===== src/rtl/tmr_pkg.sv =====
package tmr_pkg;
  localparam int PS_W  = 3;
  localparam int OPT_W = PS_W + 3;

  typedef struct packed {
    logic            src_ext;    // 1: external pin, 0: instruction cycles
    logic            edge_fall;  // 1: falling edges of the pin count
    logic            pre_bypass; // 1: prescaler out of the path
    logic [PS_W-1:0] ps;         // divide by 2^(ps+1)
  } opt_t;
endpackage


===== src/rtl/tmr_edge_sync.sv =====
module tmr_edge_sync (
  input  logic clk,
  input  logic rst_n,
  input  logic pin,
  input  logic fall_sel,
  output logic edge_ev
);
  logic s1_q, s2_q, prev_q;
  logic lvl_now, lvl_old;

  always_ff @(posedge clk) begin
    if (!rst_n) begin
      s1_q   <= 1'b0;
      s2_q   <= 1'b0;
      prev_q <= 1'b0;
    end else begin
      s1_q   <= pin;
      s2_q   <= s1_q;
      prev_q <= s2_q;
    end
  end

  assign lvl_now = s2_q ^ fall_sel;
  assign lvl_old = prev_q ^ fall_sel;
  assign edge_ev = lvl_now & ~lvl_old;

  AST_EDGE_SINGLE: assert property (@(posedge clk) disable iff (!rst_n)
    edge_ev |=> !edge_ev);
endmodule


===== src/rtl/tmr_prescaler.sv =====
module tmr_prescaler #(
  parameter int PS_W = 3,
  localparam int PRE_W = 2 ** PS_W
) (
  input  logic            clk,
  input  logic            rst_n,
  input  logic            clr,
  input  logic            bypass,
  input  logic [PS_W-1:0] ps,
  input  logic            ev,
  output logic            tick
);
  logic [PRE_W-1:0] pre_q;
  logic [PRE_W-1:0] mask;

  for (genvar i = 0; i < PRE_W; i++) begin : g_mask
    assign mask[i] = (i <= int'(ps));
  end

  assign tick = bypass ? ev : (ev & (&(pre_q | ~mask)));

  always_ff @(posedge clk) begin
    if (!rst_n || clr || bypass) pre_q <= '0;
    else if (ev)                 pre_q <= pre_q + 1'b1;
  end

  AST_PRE_CLEARED: assert property (@(posedge clk) disable iff (!rst_n)
    clr |=> (pre_q == '0));
  AST_PRE_IDLE: assert property (@(posedge clk) disable iff (!rst_n)
    (!ev && !clr && !bypass) |=> $stable(pre_q));
endmodule


===== src/rtl/tmr_count_reg.sv =====
module tmr_count_reg #(
  parameter int TMR_W    = 8,
  parameter int HOLD_CYC = 2,
  localparam int HW = $clog2(HOLD_CYC + 1)
) (
  input  logic             clk,
  input  logic             rst_n,
  input  logic             cyc_en,
  input  logic             we,
  input  logic [TMR_W-1:0] wdata,
  input  logic             tick,
  output logic [TMR_W-1:0] cnt,
  output logic             hold
);
  logic [TMR_W-1:0] cnt_q;
  logic [HW-1:0]    hold_q;

  always_ff @(posedge clk) begin
    if (!rst_n) begin
      cnt_q  <= '0;
      hold_q <= '0;
    end else if (we) begin
      cnt_q  <= wdata;
      hold_q <= HW'(HOLD_CYC);
    end else begin
      if (cyc_en && hold_q != '0) hold_q <= hold_q - 1'b1;
      if (tick)                   cnt_q  <= cnt_q + 1'b1;
    end
  end

  assign cnt  = cnt_q;
  assign hold = (hold_q != '0);

  AST_WRITE_LOADS: assert property (@(posedge clk) disable iff (!rst_n)
    we |=> (cnt_q == $past(wdata)));
  AST_HOLD_FROZEN: assert property (@(posedge clk) disable iff (!rst_n)
    (hold && !we) |=> $stable(cnt_q));
  AST_STEP_BY_ONE: assert property (@(posedge clk) disable iff (!rst_n)
    !we |=> (cnt_q == $past(cnt_q) || cnt_q == $past(cnt_q) + 1'b1));
endmodule


===== src/rtl/tmr_prescaled_timer.sv =====
module tmr_prescaled_timer #(
  parameter int TMR_W    = 8,
  parameter int HOLD_CYC = 2
) (
  input  logic                      clk,
  input  logic                      rst_n,
  input  logic                      cyc_en,
  input  logic                      ext_pin,
  input  logic                      opt_we,
  input  logic [tmr_pkg::OPT_W-1:0] opt_wdata,
  input  logic                      tmr_we,
  input  logic [TMR_W-1:0]          tmr_wdata,
  output logic [TMR_W-1:0]          tmr_rdata
);
  import tmr_pkg::*;

  opt_t opt_q;
  logic ext_ev, src_ev, ev, tick, hold;

  always_ff @(posedge clk) begin
    if (!rst_n)      opt_q <= '1;
    else if (opt_we) opt_q <= opt_t'(opt_wdata);
  end

  tmr_edge_sync u_sync (
    .clk      (clk),
    .rst_n    (rst_n),
    .pin      (ext_pin),
    .fall_sel (opt_q.edge_fall),
    .edge_ev  (ext_ev)
  );

  assign src_ev = opt_q.src_ext ? ext_ev : cyc_en;
  assign ev     = src_ev & ~hold & ~tmr_we;

  tmr_prescaler #(.PS_W(PS_W)) u_pre (
    .clk    (clk),
    .rst_n  (rst_n),
    .clr    (tmr_we),
    .bypass (opt_q.pre_bypass),
    .ps     (opt_q.ps),
    .ev     (ev),
    .tick   (tick)
  );

  tmr_count_reg #(.TMR_W(TMR_W), .HOLD_CYC(HOLD_CYC)) u_cnt (
    .clk   (clk),
    .rst_n (rst_n),
    .cyc_en(cyc_en),
    .we    (tmr_we),
    .wdata (tmr_wdata),
    .tick  (tick),
    .cnt   (tmr_rdata),
    .hold  (hold)
  );

  AST_OPT_LOADED: assert property (@(posedge clk) disable iff (!rst_n)
    opt_we |=> (opt_q == $past(opt_wdata)));
  AST_IDLE_INTERNAL: assert property (@(posedge clk) disable iff (!rst_n)
    (!opt_q.src_ext && !cyc_en && !tmr_we) |=> $stable(tmr_rdata));
  AST_OPT_KEEPS_COUNT: assert property (@(posedge clk) disable iff (!rst_n)
    (opt_we && !tmr_we && !tick) |=> $stable(tmr_rdata));
endmodule


===== config.mk =====
export PLATFORM = sky130hd
export DESIGN_NAME = tmr_prescaled_timer
export DESIGN_NICKNAME = d
export VERILOG_FILES = /design/src/rtl/tmr_pkg.sv /design/src/rtl/tmr_edge_sync.sv /design/src/rtl/tmr_prescaler.sv /design/src/rtl/tmr_count_reg.sv /design/src/rtl/tmr_prescaled_timer.sv
export SDC_FILE = /design/constraint.sdc
export NUM_CORES = 1
export LEC_CHECK = 0
export BUFFER_PORTS_ARGS = -buffer_cell sky130_fd_sc_hd__buf_2
export CORE_MARGIN = 2
export CORE_UTILIZATION = 40
export CTS_CLUSTER_DIAMETER = 120
export CTS_CLUSTER_SIZE = 16
export DETAILED_ROUTE_END_ITERATION = 8
export HOLD_SLACK_MARGIN = 0.03
export SLEW_MARGIN = 20
export SYNTH_ARGS = -nofsm -noshare
export SYNTH_HDL_FRONTEND = slang
export SYNTH_SLANG_ARGS = --single-unit

===== constraint.sdc =====
create_clock -name clk -period 3 [get_ports clk]
set_input_delay 0.9 -clock clk [delete_from_list [all_inputs] [get_ports clk]]
set_output_delay 0.9 -clock clk [all_outputs]
set_load 0.02 [all_outputs]

Word-level counts from Yosys, hierarchy flattened
Index checks and enable logic that the tools add are counted.
Storage, ports and cells
  register bits after elaboration: 27
  input bits: 20
  output and inout port bits: 8
  logic and storage cells: 48
Operators by class
  bitwise gates (word level): 12
  muxes and demuxes: 6
  reduce and logical (&&, ||, !) cells: 9
  order comparisons: 7
  $add $sub $neg: 3
Operators with widths (count)
  8-bit by 1-bit adder with 8-bit output (second input constant): 2
  8-bit two-way mux: 2
  3-bit <= comparator (first input constant): 4
  8-bit NOT: 1
  8-bit bitwise OR: 1
  8-bit AND reduction: 1
  2-bit by 3-bit <= comparator with 1-bit output (first input constant): 2
  2-bit nonzero test: 3
  1-bit AND: 4
  2-bit two-way mux: 2
  1-bit NOT: 4
  1-bit by 3-bit <= comparator with 1-bit output (first input constant): 1
  1-bit logical OR: 2
  1-bit two-way mux: 2
  2-bit OR reduction: 1
  2-bit by 1-bit subtractor with 2-bit output (second input constant): 1
  1-bit bitwise XOR: 2
  1-bit logical AND: 1
  1-bit zero test: 1

Depth between registers and ports, before layout
  depth after elaboration: 10
  depth in mapped cells: 8

Hierarchy
Synthesis repeated with hierarchy kept, for this count alone.
Second synthesis, totals
  cell total of the unflattened synthesis: 144
  area total of the unflattened synthesis: 1312.5 um2
Modules (own cells, without submodules)
  tmr_count_reg: times used 1, sequential area each 200.2 um2, area an instance 569.3 um2, cells an instance 64
  tmr_prescaler: times used 1, sequential area each 160.2 um2, area an instance 412.9 um2, cells an instance 50
  tmr_prescaled_timer: times used 1, sequential area each 120.1 um2, area an instance 229.0 um2, cells an instance 21
  tmr_edge_sync: times used 1, sequential area each 60.1 um2, area an instance 101.3 um2, cells an instance 9

Least setup slack after synthesis
OpenSTA, ideal clock, no wires.
  kind: input to register
  start point: input tmr_we
  end point: register u_cnt.cnt_q[6] (netlist: u_cnt.cnt[6])
  path slack: 619 ps
  path buffers: 0
  arrival time: 2296 ps
  cell stages on the path: 6
  setup time: 86 ps
  path through: nand2b_2 -> a311oi_4 -> nand4_1 -> nor3_2 -> mux2_2 -> a211oi_1
On the way
  word-level cells in the longest chain between the ends: 5
  elaborated cells on any way between the ends: 6
Ends and longest elaborated chain
  start: declaration: line tmr_prescaled_timer.sv:11  | input logic tmr_we,
  1-bit NOT: line tmr_prescaled_timer.sv:34  | assign ev = src_ev & ~hold & ~tmr_we;
  1-bit AND: line tmr_prescaled_timer.sv:34
  1-bit AND: line tmr_prescaler.sv:20  | assign tick = bypass ? ev : (ev & (&(pre_q | ~mask)));
  1-bit two-way mux: line tmr_prescaler.sv:20
  2-bit nonzero test (no source line)
  end signal: assignment: line tmr_count_reg.sv:23  | cnt_q <= wdata;
  end signal: assignment: line tmr_count_reg.sv:27  | if (tick) cnt_q <= cnt_q + 1'b1;
  end: declaration: line tmr_count_reg.sv:15  | logic [TMR_W-1:0] cnt_q;
Parallel ways exist; a longest one is shown, timed or not.
A chain may end at the register's enable or synchronous reset.

Worst setup path in the final report
Same ends and word-level chain as after synthesis.

==> results_dict.tcl <==
set metrics [dict create \
    critPathLaunchType "input port" \
    ys_seq_area_frac 0.4219 \
    cts_setup_buffers 0 \
    grt_overflow 0 \
    max_stage_delay_ns 0.36 \
    hpwl_mm 1.896 \
    ys_types 36 \
    worstHoldPathType "reg -> reg" \
    final-hold-violation-count 0 \
    finalCritPeriodShare 0.6987 \
    worstSkewPairLatency_ns 0.32 \
    crit_path_cell_trace "buf_2 -> nand2b_2 -> a311oi_4 -> nand4_1 -> nor3_2 -> mux2_2 -> a211oi_1" \
    cts.sinks 27 \
    crit_required_ns 3.25 \
    ys_warn_count 0 \
    via_per_inst 4.966 \
    place_area_um2 1464 \
    status "complete, no violations" \
    routedWlPerCell_um 11.88 \
    synthToLayoutAreaGrowth_pct 16.31 \
    io_buffers 27 \
    crit_path_end_kind "flip-flop" \
    fin_area_um2 1490 \
    totalWireLength_mm 2.472 \
    fin_crit_ns 2.096 \
    crit_fanout 6 \
    synth_top_flop_cell "dfxtp_1" \
    async_flop_share 0 \
    routabilityCongestion 0.7505 \
    grt_pass1_wl_mm 4.181 \
    synth_edf_count 0 \
    p_leak_nw 0.5930 \
    rows 20 \
    cts_tree "yes" \
    maxSlewViolCount 0 \
    drive_gt1_frac 0.2439 \
    vdd_ir_drop_max_mv 0.3122 \
    vias 1033 \
    p_per_area_nw_per_um2 420.7 \
    tightest_slew_ns 0.5302 \
    cts_buffer_depth 2 \
    initial_core_util 0.4197 \
    drtIter0Drc 47 \
    fin_skew_ns 0.01409 \
    avgSynthCellArea_um2 9.421 \
    track_usage 0.1530 \
    power.total_mw 0.6269 \
    nets 188 \
    antennaDiodeCount 0 \
    path_clk_slew_ns 0.14 \
    dieArea_um2 3672 \
    synth-seq-cells 27 \
    cap_viol_max_count 0 \
    ios 28 \
    cts_buffers 3 \
    synth_cells 136 \
    drc 0 \
    fill_cells 316 \
    slew_headroom 0.6449 \
    final_cell_mix "buf_2 (27), dfxtp_1 (27), o21ai_0 (11)" \
    syn-cell-area_um2 1281 \
    arrival_ns 2.34 \
    grt_antenna_before_repair 0 \
    fin_tns_setup_ns 0 \
    cts_max_level 1 \
    die_w_um 60.60 \
    antenna_left 0 \
    die_h_um 60.60 \
    critPathKind "in -> reg" \
    syn_nets 159 \
    setup_viol 0 \
    fmaxAchievable_ghz 0.4771 \
    drtPass1Iterations 4 \
    grt_max_degree 21 \
    grt_pass1_vias 961 \
    cts-root-buf "clkbuf_4" \
    core_um2 3053 \
    cts_resized 0 \
    critPathSlowestCell "mux2_2" \
    grt_setup_unrepaired "no" \
    cts_hold_buf 0 \
]
==> per-stage QoR <==
stage	hold slack (ns)	util	setup WS, ns	cells
6_report	0.4561	0.4881	0.9039	208
5_1_grt	0.5011	0.4881	0.8339	208
4_1_cts	0.4607	0.4881	0.8990	208
3_5_place_dp	0.4294	0.4795	0.5538	204
3_3_place_gp	0.4206	0.4795	0.6120	204
2_1_floorplan	0.4119	-	0.6185	136
==> area by class of cell <==
type / count / area, um^2 / share of cell area
inverter: 6 / 22.52 / 0.01511
timing repair buffer: 28 / 142.6 / 0.09572
tap: 44 / 55.05 / 0.03694
sequential: 27 / 540.5 / 0.3627
clock buffer: 4 / 26.28 / 0.01763
multi-input combinational: 99 / 703.2 / 0.4719
==> per-layer routing <==
metal  track usage  up-vias  wire, um
met5             0        -         0
met4       0.03727        0        14
met3       0.04478        2        97
met2        0.2780       15      1270
met1        0.1759      481      1089
li1              -      535         -
==> critical path: cells and delay by family <==
kind	cells	cell delay, ns
and+or+nand+nor	3	0.52
AOI/OAI and AO/OA	2	0.42
muxes	1	0.36
buffers and inverters	1	0.13
==> synth_stat cells, types with 2 or more instances <==
| master | instances | share of area |
|---|---|---|
| a211oi_1 | 2 | 0.012 |
| a21oi_1 | 5 | 0.020 |
| and2_1 | 4 | 0.020 |
| and3_1 | 3 | 0.015 |
| and4_1 | 2 | 0.014 |
| clkbuf_1 | 4 | 0.012 |
| dfxtp_1 | 27 | 0.42 |
| ha_1 | 3 | 0.029 |
| inv_1 | 6 | 0.018 |
| mux2i_1 | 7 | 0.055 |
| nand2_1 | 10 | 0.029 |
| nand3_1 | 2 | 0.0078 |
| nand3b_1 | 2 | 0.012 |
| nand4_1 | 3 | 0.015 |
| nor2_1 | 10 | 0.029 |
| nor2b_1 | 2 | 0.0098 |
| nor3_1 | 3 | 0.012 |
| nor3b_1 | 2 | 0.012 |
| o21ai_0 | 11 | 0.043 |
| o21bai_1 | 2 | 0.012 |
| xnor2_1 | 10 | 0.068 |
| xor2_1 | 2 | 0.014 |
==> power breakdown <==
group,internal [mW],switching [mW],leakage [nW]
sequential,0.375,0.0148,0.222
combinational,0.0398,0.0462,0.356
clock,0.0519,0.0996,0.0150
total,0.466,0.161,0.593
==> worst paths after layout <==
kind	startpoint	to	slack [ns]	cells after the start
hold reg to reg	u_sync.s1_q	u_sync.s2_q	0.46	1
setup / recovery	tmr_we	u_cnt.cnt[6]	0.90	7
hold / removal	u_sync.s1_q	u_sync.s2_q	0.46	1
setup reg to reg	opt_q[4]	u_cnt.cnt[6]	0.96	6
==> flip-flops by register name (all words and copies together) (netlist names) <==
| name | count |
|---|---|
| u_cnt.cnt | 8 |
| u_pre.pre_q | 8 |
| opt_q | 6 |
| u_sync.s1_q | 1 |
| u_sync.prev_q | 1 |
| u_cnt.hold_q | 2 |
| u_sync.s2_q | 1 |
==> cell families after synthesis <==
group,count (synthesis),share of synthesized area
AOI/OAI and AO/OA,26,0.1416
xor gates and xnor gates,12,0.08203
buffers and inverters,10,0.02929
adders and majority gates,3,0.02930
muxes,8,0.06348
and+or+nand+nor,50,0.2324
DFF,27,0.4219
Note: power is estimated with default switching activity, not from simulation.
